$ cat config.mk
export PLATFORM = sky130hd
export DESIGN_NAME = b2r_conv
export DESIGN_NICKNAME = d
export VERILOG_FILES = /design/src/rtl/b2r_pkg.sv /design/src/rtl/b2r_clamp_fold.sv /design/src/rtl/b2r_mod_dim.sv /design/src/rtl/b2r_mod_ext.sv /design/src/rtl/b2r_conv.sv
export SDC_FILE = /design/constraint.sdc
export NUM_CORES = 1
export LEC_CHECK = 0
export ABC_AREA = 1
export BUFFER_PORTS_ARGS = -buffer_cell sky130_fd_sc_hd__buf_2
export CORE_MARGIN = 2
export CORE_UTILIZATION = 45
export DETAILED_ROUTE_END_ITERATION = 8
export PLACE_DENSITY = 0.6
export SETUP_SLACK_MARGIN = 0.2
export SYNTH_ARGS = -nofsm -noshare
export SYNTH_HDL_FRONTEND = slang
export SYNTH_SLANG_ARGS = --single-unit
$ cat constraint.sdc
create_clock -name clk -period 8.8 [get_ports clk]
set_input_delay 1.32 -clock clk [delete_from_list [all_inputs] [get_ports clk]]
set_output_delay 1.32 -clock clk [all_outputs]
set_load 0.02 [all_outputs]
$ cat src/rtl/b2r_pkg.sv
// Shared defaults for the binary to residue converter.
// Assumes the channel width is a small positive integer and the input word is four channels wide.
package b2r_pkg;
    parameter int unsigned DEF_CHUNK_W = 8;   // width n of the two odd channels
    parameter int unsigned DEF_CHUNKS  = 4;   // input word is DEF_CHUNKS * n bits wide

    // Pipeline stage record: a valid flag with its word.
    typedef struct packed {
        logic        valid;
        logic [31:0] word;
    } stage_t;
endpackage

$ cat src/rtl/b2r_clamp_fold.sv
// Clamps a signed word into [-M/2, M/2) and folds negatives up by M.
// Purely combinational. Assumes M = 2^(4n) - 2^(2n), which fits in the input width.
module b2r_clamp_fold #(
    parameter int unsigned N = 8
) (
    input  logic [4*N-1:0] x_in,
    output logic [4*N-1:0] adapted,
    output logic           sat_hi,
    output logic           sat_lo
);
    localparam int unsigned W = 4 * N;
    localparam logic [W-1:0] ONE      = W'(1);
    localparam logic [W-1:0] HALF_MAG = (ONE << (W - 1)) - (ONE << (2 * N - 1));
    localparam logic [W-1:0] RANGE_M  = HALF_MAG << 1;
    localparam logic [W-1:0] POS_MAX  = HALF_MAG - ONE;
    localparam logic [W-1:0] NEG_MIN  = (~HALF_MAG) + ONE;

    logic [W-1:0] clamped;

    // Two magnitude comparators select the saturation case.
    always_comb begin
        sat_hi = $signed(x_in) >= $signed(HALF_MAG);
        sat_lo = $signed(x_in) <  $signed(NEG_MIN);
    end

    // One multiplexer picks the clamped value; the fold adds M to negatives.
    always_comb begin
        if (sat_hi)      clamped = POS_MAX;
        else if (sat_lo) clamped = NEG_MIN;
        else             clamped = x_in;
        adapted = clamped[W-1] ? (clamped + RANGE_M) : clamped;
    end
endmodule

$ cat src/rtl/b2r_mod_dim.sv
// Reduces a word modulo 2^n - 1 by summing its n-bit chunks with end-around carry.
// The result is normalised to 0 .. 2^n - 2. Combinational. Assumes CHUNKS >= 2.
module b2r_mod_dim #(
    parameter int unsigned N      = 8,
    parameter int unsigned CHUNKS = 4
) (
    input  logic [N*CHUNKS-1:0] word,
    output logic [N-1:0]        res
);
    localparam int unsigned SW    = N + $clog2(CHUNKS) + 1;
    localparam int unsigned FOLDS = 3;

    logic [N-1:0]  chunk [CHUNKS];
    logic [SW-1:0] acc;

    // Slice the word into n-bit chunks.
    for (genvar g = 0; g < CHUNKS; g++) begin : g_slice
        assign chunk[g] = word[g*N +: N];
    end

    // Sum the chunks, then fold the high part back in, since 2^n = 1 (mod 2^n - 1).
    always_comb begin
        acc = '0;
        for (int i = 0; i < CHUNKS; i++) acc = acc + SW'(chunk[i]);
        for (int k = 0; k < FOLDS; k++) acc = SW'(acc[N-1:0]) + (acc >> N);
        res = (acc[N-1:0] == {N{1'b1}}) ? '0 : acc[N-1:0];
    end
endmodule

$ cat src/rtl/b2r_mod_ext.sv
// Reduces a word modulo 2^n + 1 as an alternating sum of its n-bit chunks.
// Even chunks add and odd chunks subtract, since 2^n = -1 (mod 2^n + 1).
// The result is normalised to 0 .. 2^n. Combinational. Assumes CHUNKS is even.
module b2r_mod_ext #(
    parameter int unsigned N      = 8,
    parameter int unsigned CHUNKS = 4
) (
    input  logic [N*CHUNKS-1:0] word,
    output logic [N:0]          res
);
    localparam int unsigned SW = N + $clog2(CHUNKS) + 2;
    localparam logic [SW-1:0] P    = SW'((1 << N) + 1);
    localparam logic [SW-1:0] BIAS = SW'((CHUNKS / 2) * ((1 << N) + 1));

    logic [N-1:0]  chunk [CHUNKS];
    logic [SW-1:0] pos_sum;
    logic [SW-1:0] neg_sum;
    logic [SW-1:0] v;

    // Slice the word into n-bit chunks.
    for (genvar g = 0; g < CHUNKS; g++) begin : g_slice
        assign chunk[g] = word[g*N +: N];
    end

    // Collect even and odd chunk sums separately.
    always_comb begin
        pos_sum = '0;
        neg_sum = '0;
        for (int i = 0; i < CHUNKS; i++) begin
            if ((i % 2) == 0) pos_sum = pos_sum + SW'(chunk[i]);
            else              neg_sum = neg_sum + SW'(chunk[i]);
        end
    end

    // Form a biased difference, fold twice with a modulus bias, then subtract P at most once.
    always_comb begin
        v = pos_sum + BIAS - neg_sum;
        for (int k = 0; k < 2; k++) v = SW'(v[N-1:0]) + P - (v >> N);
        if (v >= P) v = v - P;
        res = v[N:0];
    end
endmodule

$ cat src/rtl/b2r_conv.sv
// Two-stage signed binary to residue converter.
// Stage 1 clamps and folds the operand. Stage 2 reduces the folded word into the three channels.
// Output layout: [top 9 bits] mod 2^n+1, [next 8] mod 2^n-1, [low 2n] mod 2^2n.
// Assumes a synchronous active-low reset. Data registers load only with a valid flag.
module b2r_conv #(
    parameter int unsigned N = b2r_pkg::DEF_CHUNK_W
) (
    input  logic             clk,
    input  logic             rst_n,
    input  logic             in_valid,
    input  logic [4*N-1:0]   in_word,
    output logic             out_valid,
    output logic [4*N:0]     out_res
);
    localparam int unsigned IN_W   = 4 * N;
    localparam int unsigned OUT_W  = IN_W + 1;
    localparam int unsigned CHUNKS = 4;
    localparam int unsigned BIN_W  = 2 * N;

    logic [IN_W-1:0] adapted;
    logic            sat_hi;
    logic            sat_lo;
    logic            s1_valid;
    logic [IN_W-1:0] s1_word;
    logic [N-1:0]    r_dim;
    logic [N:0]      r_ext;

    b2r_clamp_fold #(.N(N)) u_clamp (
        .x_in    (in_word),
        .adapted (adapted),
        .sat_hi  (sat_hi),
        .sat_lo  (sat_lo)
    );

    // Stage 1 register: hold the folded operand and its valid flag.
    always_ff @(posedge clk) begin
        if (!rst_n) begin
            s1_valid <= 1'b0;
            s1_word  <= '0;
        end else begin
            s1_valid <= in_valid;
            if (in_valid) s1_word <= adapted;
        end
    end

    b2r_mod_dim #(.N(N), .CHUNKS(CHUNKS)) u_dim (
        .word (s1_word),
        .res  (r_dim)
    );

    b2r_mod_ext #(.N(N), .CHUNKS(CHUNKS)) u_ext (
        .word (s1_word),
        .res  (r_ext)
    );

    // Stage 2 register: pack the three channels; hold the word between results.
    always_ff @(posedge clk) begin
        if (!rst_n) begin
            out_valid <= 1'b0;
            out_res   <= '0;
        end else begin
            out_valid <= s1_valid;
            if (s1_valid) out_res <= {r_ext, r_dim, s1_word[BIN_W-1:0]};
        end
    end

    logic unused_sat;
    assign unused_sat = sat_hi ^ sat_lo;
endmodule

# Word level (Yosys, flattened, before mapping)

Index checks and enable logic that the tools add are counted.

Bits in registers: 67
Output and inout port bits: 34

$add $sub $neg: 16
Magnitude comparators: 3
Eq/ne operators: 1
Multiplexer cells: 5

Operators by type and width:

| kind                     | number |
|---|---|
| $mux W32                 | 3 |
| $add A32 B32 Y32 const B | 1 |
| $ge A32 B32 Y1 const B   | 1 |
| $lt A32 B32 Y1 const B   | 1 |
| $add A8 B8 Y9            | 3 |
| $add A11 B8 Y11          | 2 |
| $add A8 B9 Y10 const B   | 2 |
| $add A8 B3 Y9            | 2 |
| $add A12 B10 Y12 const B | 1 |
| $ge A12 B9 Y1 const B    | 1 |
| $sub A12 B12 Y12         | 1 |
| $sub A12 B4 Y12          | 1 |
| $sub A10 B4 Y11          | 1 |
| $mux W9                  | 1 |
| $sub A9 B9 Y9 const B    | 1 |
| $add A8 B3 Y8            | 1 |
| $eq A8 B8 Y1 const B     | 1 |
| $mux W8                  | 1 |

# Longest topological paths before layout

Word-level depth: 9
Gate-level depth with buffers: 45
Mapped depth without buffers: 45

# By module

From an unflattened synthesis, not the netlist that was laid out.

Cell total of the unflattened synthesis: 1,186
Area total of the unflattened synthesis: 7,350.8 um2

By module, submodules not included:

| module         | instances | cells each | area each (um2) |
|---|---|---|---|
| b2r_conv       | 1         | 417        | 2,698.8 |
| b2r_mod_ext    | 1         | 307        | 2,109.5 |
| b2r_mod_dim    | 1         | 252        | 1,455.1 |
| b2r_clamp_fold | 1         | 210        | 1,087.3 |

# Worst setup path after synthesis

Ideal clock, no wire load.

Path type: flip-flop to flip-flop
Start point: reg s1_word[8]
End point: reg out_res[28]
Library setup time: 0.109 ns
Data arrival time: 6.282 ns
Slack: 2.409 ns
Cell stages (with the launch flop): 40
Clock period less this slack: 6.391 ns
Path through: dfxtp_1 ha_1 inv_1 fa_1 o21ai_0 a21oi_1 o21ai_0 xnor2_1 ha_1 ha_1 nand2_1 inv_1 nand3_1 nand3_1 a21oi_1 o21ai_0 xnor2_1 fa_1 [4 not listed] ha_1 ha_1 fa_1 nand3_1 nand2_1 or2_2 nand2_1 nand3_1 nor2_1 nand2_1 inv_1 nand2_1 nand3_2 nand2_1 nand2_1 nand3_1 nand2_1 inv_1

Longest elaborated chain between the ends: 8
Elaborated cells on any way between the ends: 9
Classes of those cells: add/sub: 7; order compare: 1; mux: 1

Ends and longest elaborated chain:

| item                                           | RTL line          | text |
|---|---|---|
| start, declared                                | b2r_conv.sv:24    | `logic [IN_W-1:0] s1_word;` |
| start signal, assigned                         | b2r_conv.sv:42    | `if (in_valid) s1_word <= adapted;` |
| $add A8 B8 Y9 *                                | b2r_mod_ext.sv:31 | `else neg_sum = neg_sum + SW'(chunk[i]);` |
| $sub A12 B12 Y12 *                             | b2r_mod_ext.sv:37 | `v = pos_sum + BIAS - neg_sum;` |
| $add A8 B9 Y10                                 | b2r_mod_ext.sv:38 | `for (int k = 0; k < 2; k++) v = SW'(v[N-1:0]) + P - (v >> N);` |
| $sub A12 B4 Y12 *                              | b2r_mod_ext.sv:38 |  |
| $add A8 B9 Y10                                 | b2r_mod_ext.sv:38 |  |
| $sub A10 B4 Y11 *                              | b2r_mod_ext.sv:38 |  |
| $ge A12 B9 Y1 or $sub A9 B9 Y9 (tied branches) | b2r_mod_ext.sv:39 | `if (v >= P) v = v - P;` |
| $mux W9 *                                      | b2r_mod_ext.sv:39 |  |
| end signal, assigned                           | b2r_conv.sv:63    | `if (s1_valid) out_res <= {r_ext, r_dim, s1_word[BIN_W-1:0]};` |
| end, declared                                  | b2r_conv.sv:13    | `output logic [4*N:0] out_res` |

Mark *: on every way between the ends. The rest lies on a longest branch, timed or not.
A chain may end at the register's enable or synchronous reset.

# Worst setup path after layout

Start point: reg s1_word[9]
End point: reg out_res[29]

The elaborated chain is that of the path after synthesis.

==> results.md <==
* Slowest-stage cell, CP: fa_1
* Die height at 125 µm
* GRT Overall Usage at 0.212
* Initial Utilization at 0.456
* Yosys cell types at 43
* Synth Register Bits at 67
* CP Capture Type: flop
* # clock sinks at 67
* Clock root buffer master: clkbuf_16
* Max Fclk at 0.139 GHz
* Required time worst endpoint at 9040 ps
* Worst-Margin Slew at 952 ps
* Final Setup Violations at 0
* Status: finished clean
* Place WS at 1690 ps
* Mapped Area at 6560 µm²
* Most common cell after layout, fill and taps aside: nand2_1
* Filler cells at 1505
* Vias in the first global route at 5638
* Std cell rows at 44
* Nets at 1175
* Crit path max fanout at 11
* Syn avg cell area at 6.61 µm²
* Post-synth ARST share at 0
* First-pass GRT wire length at 27000 µm
* Unrepaired setup endpoints after global routing: no
* VDD IR max at 0.341 mV
* Min Tclk post-route at 7170 ps
* Routed vias/inst at 4.94
* Routed Antenna Nets at 0
* Detail Placement HPWL at 13200 µm
* Slew headroom at 0.364
* Pin count of the biggest net entering global routing at 51
* Static Leak at 4.04 nW
* Max cap viols at 0
* CTS tree: done
* Ys Warns at 0
* # H-tree levels at 3
* Clock Latency Late Sink at 340 ps
* Worst Setup Slack, final at 1630 ps
* Postcts setup bufs at 0
* Core area at 14400 µm²
* Worst setup path category: flop to flop
* Area delta synth->final at 12.6%
* Period utilization at 0.815
* Final Skew at 4.85 ps
* Buffers on Ports at 68
* Part of the Yosys area used for sequential elements at 0.205
* Post-cts gate resize count at 0
* WL/cell at 13.0 µm
* Fin. Hold Viols at 0
* Reg clk slew, reported paths at 60 ps
* Cell count after synthesis at 992
* CP max stage delay at 460 ps
* I/O pin count at 69
* TritonCTS buffer count at 9
* Global placement routability congestion at 0.903
* # diodes at 0
* Setup TNS at 0 ps
* CP arrival at 7410 ps
* Initial antenna violation count at 0
* Starting DRC count in detailed routing at 360
* Via count at 6114
* Die W at 125 µm
* CTS Buffer Depth at 2
* Detailed Route WL at 16100 µm
* EDFF count, synth at 0
* Cell Pwr Density at 421 nW/µm²
* Hold Crit Class: flop to flop
* Crit path launch type: flop
* Fraction of layout cells with a size suffix above 1 at 0.105
* Drt pass-1 iters at 5
* Die area at 15600 µm²
* Most frequent cells in the layout: 199 x nand2_1, 189 x inv_1, 91 x nor2_1
* Residual DRC at 0
* Remaining Overflow, GRT at 0
* Hold_buf cts at 0
* Slew Viols, Final at 0
* Most used cell, CP: nand2_1
* Most used DFF post-synth: dfxtp_1
cell type report:
type / count / area (µm²) / area share
inverters: 193 / 724 / 0.0981
clock buffers: 9 / 225 / 0.0305
flip-flops and latches: 67 / 1340 / 0.182
repair buffers: 71 / 363 / 0.0491
multi-input cells: 707 / 4380 / 0.594
well taps: 184 / 230 / 0.0312
clock inverters: 7 / 116 / 0.0158
where the power goes:
part | internal (W) | total (W) | switching [W]
combinational | 0.000862 | 0.00233 | 0.00147
clock | 0.000276 | 0.000415 | 0.000139
sequential | 0.000341 | 0.000366 | 0.0000247
cell usage after synthesis (all sizes together), types with 2 or more instances:
| library cell | count | area share |
|---|---|---|
| nor4 | 6 | 0.0057 |
| clkinv | 2 | 0.0011 |
| a21oi | 66 | 0.051 |
| o211ai | 5 | 0.0057 |
| nor2 | 98 | 0.060 |
| ha | 75 | 0.14 |
| xor2 | 26 | 0.035 |
| nand3b | 2 | 0.0023 |
| nor3 | 9 | 0.0069 |
| nand4 | 13 | 0.012 |
| fa | 16 | 0.049 |
| a21o | 2 | 0.0023 |
| nand3 | 78 | 0.062 |
| inv | 191 | 0.11 |
| a211oi | 16 | 0.018 |
| nand2 | 208 | 0.12 |
| buf | 6 | 0.0055 |
| o21ai | 33 | 0.025 |
| o21bai | 8 | 0.0092 |
| clkbuf | 20 | 0.011 |
| or2 | 2 | 0.0019 |
| a221oi | 15 | 0.020 |
| xnor2 | 19 | 0.025 |
| dfxtp | 67 | 0.20 |
registers in the layout (all words and copies together) (netlist names):
signal     flops
out_res       33
out_valid      1
s1_valid       1
s1_word       32
metal layers:
layer,global-route usage,routed length (µm)
met1,0.294,8040
met2,0.340,7040
met3,0.0335,744
met4,0.0648,306
met5,0,0
logic make-up after synthesis:
kind of cell / share of synthesized area
xor+xnor: 0.0601
fa+ha+maj: 0.192
other cells: 0.000572
compound gates: 0.141
buf+inv: 0.127
flops: 0.205
simple gates: 0.274
metrics by stage:
| stage | std cells | total power, W | hold slack, ps | util | instance area, µm² |
|---|---|---|---|---|---|
| 2_1_floorplan | 993 | 0.00232 | 462 | - | 6560 |
| 3_3_place_gp | 1222 | 0.00271 | 434 | 0.490 | 7040 |
| 3_5_place_dp | 1222 | 0.00270 | 434 | 0.490 | 7040 |
| 4_1_cts | 1238 | 0.00313 | 448 | 0.514 | 7380 |
| 5_1_grt | 1238 | 0.00350 | 463 | 0.514 | 7380 |
| 6_report | 1238 | 0.00311 | 447 | 0.514 | 7380 |
critical path, delay by kind of cell (launching register included):
family	cells	cell delay [ps]
DFF	1	410
xor gates and xnor gates	3	460
and+or+nand+nor	17	1960
AOI/OAI and AO/OA	7	1580
buffers and inverters	4	300
adders and majority gates	7	2370
path summary, 6_finish.rpt:
check | endpoint | startpoint | slack [ps] | cells past startpoint
worst max-delay path | out_res[29] | s1_word[9] | 1630 | 38
worst min register to register | out_res[21] | out_res[21] | 450 | 2
worst min-delay path | out_res[21] | out_res[21] | 450 | 2
worst max register to register | out_res[29] | s1_word[9] | 1630 | 38
Note: power is estimated with default switching activity, not from simulation.
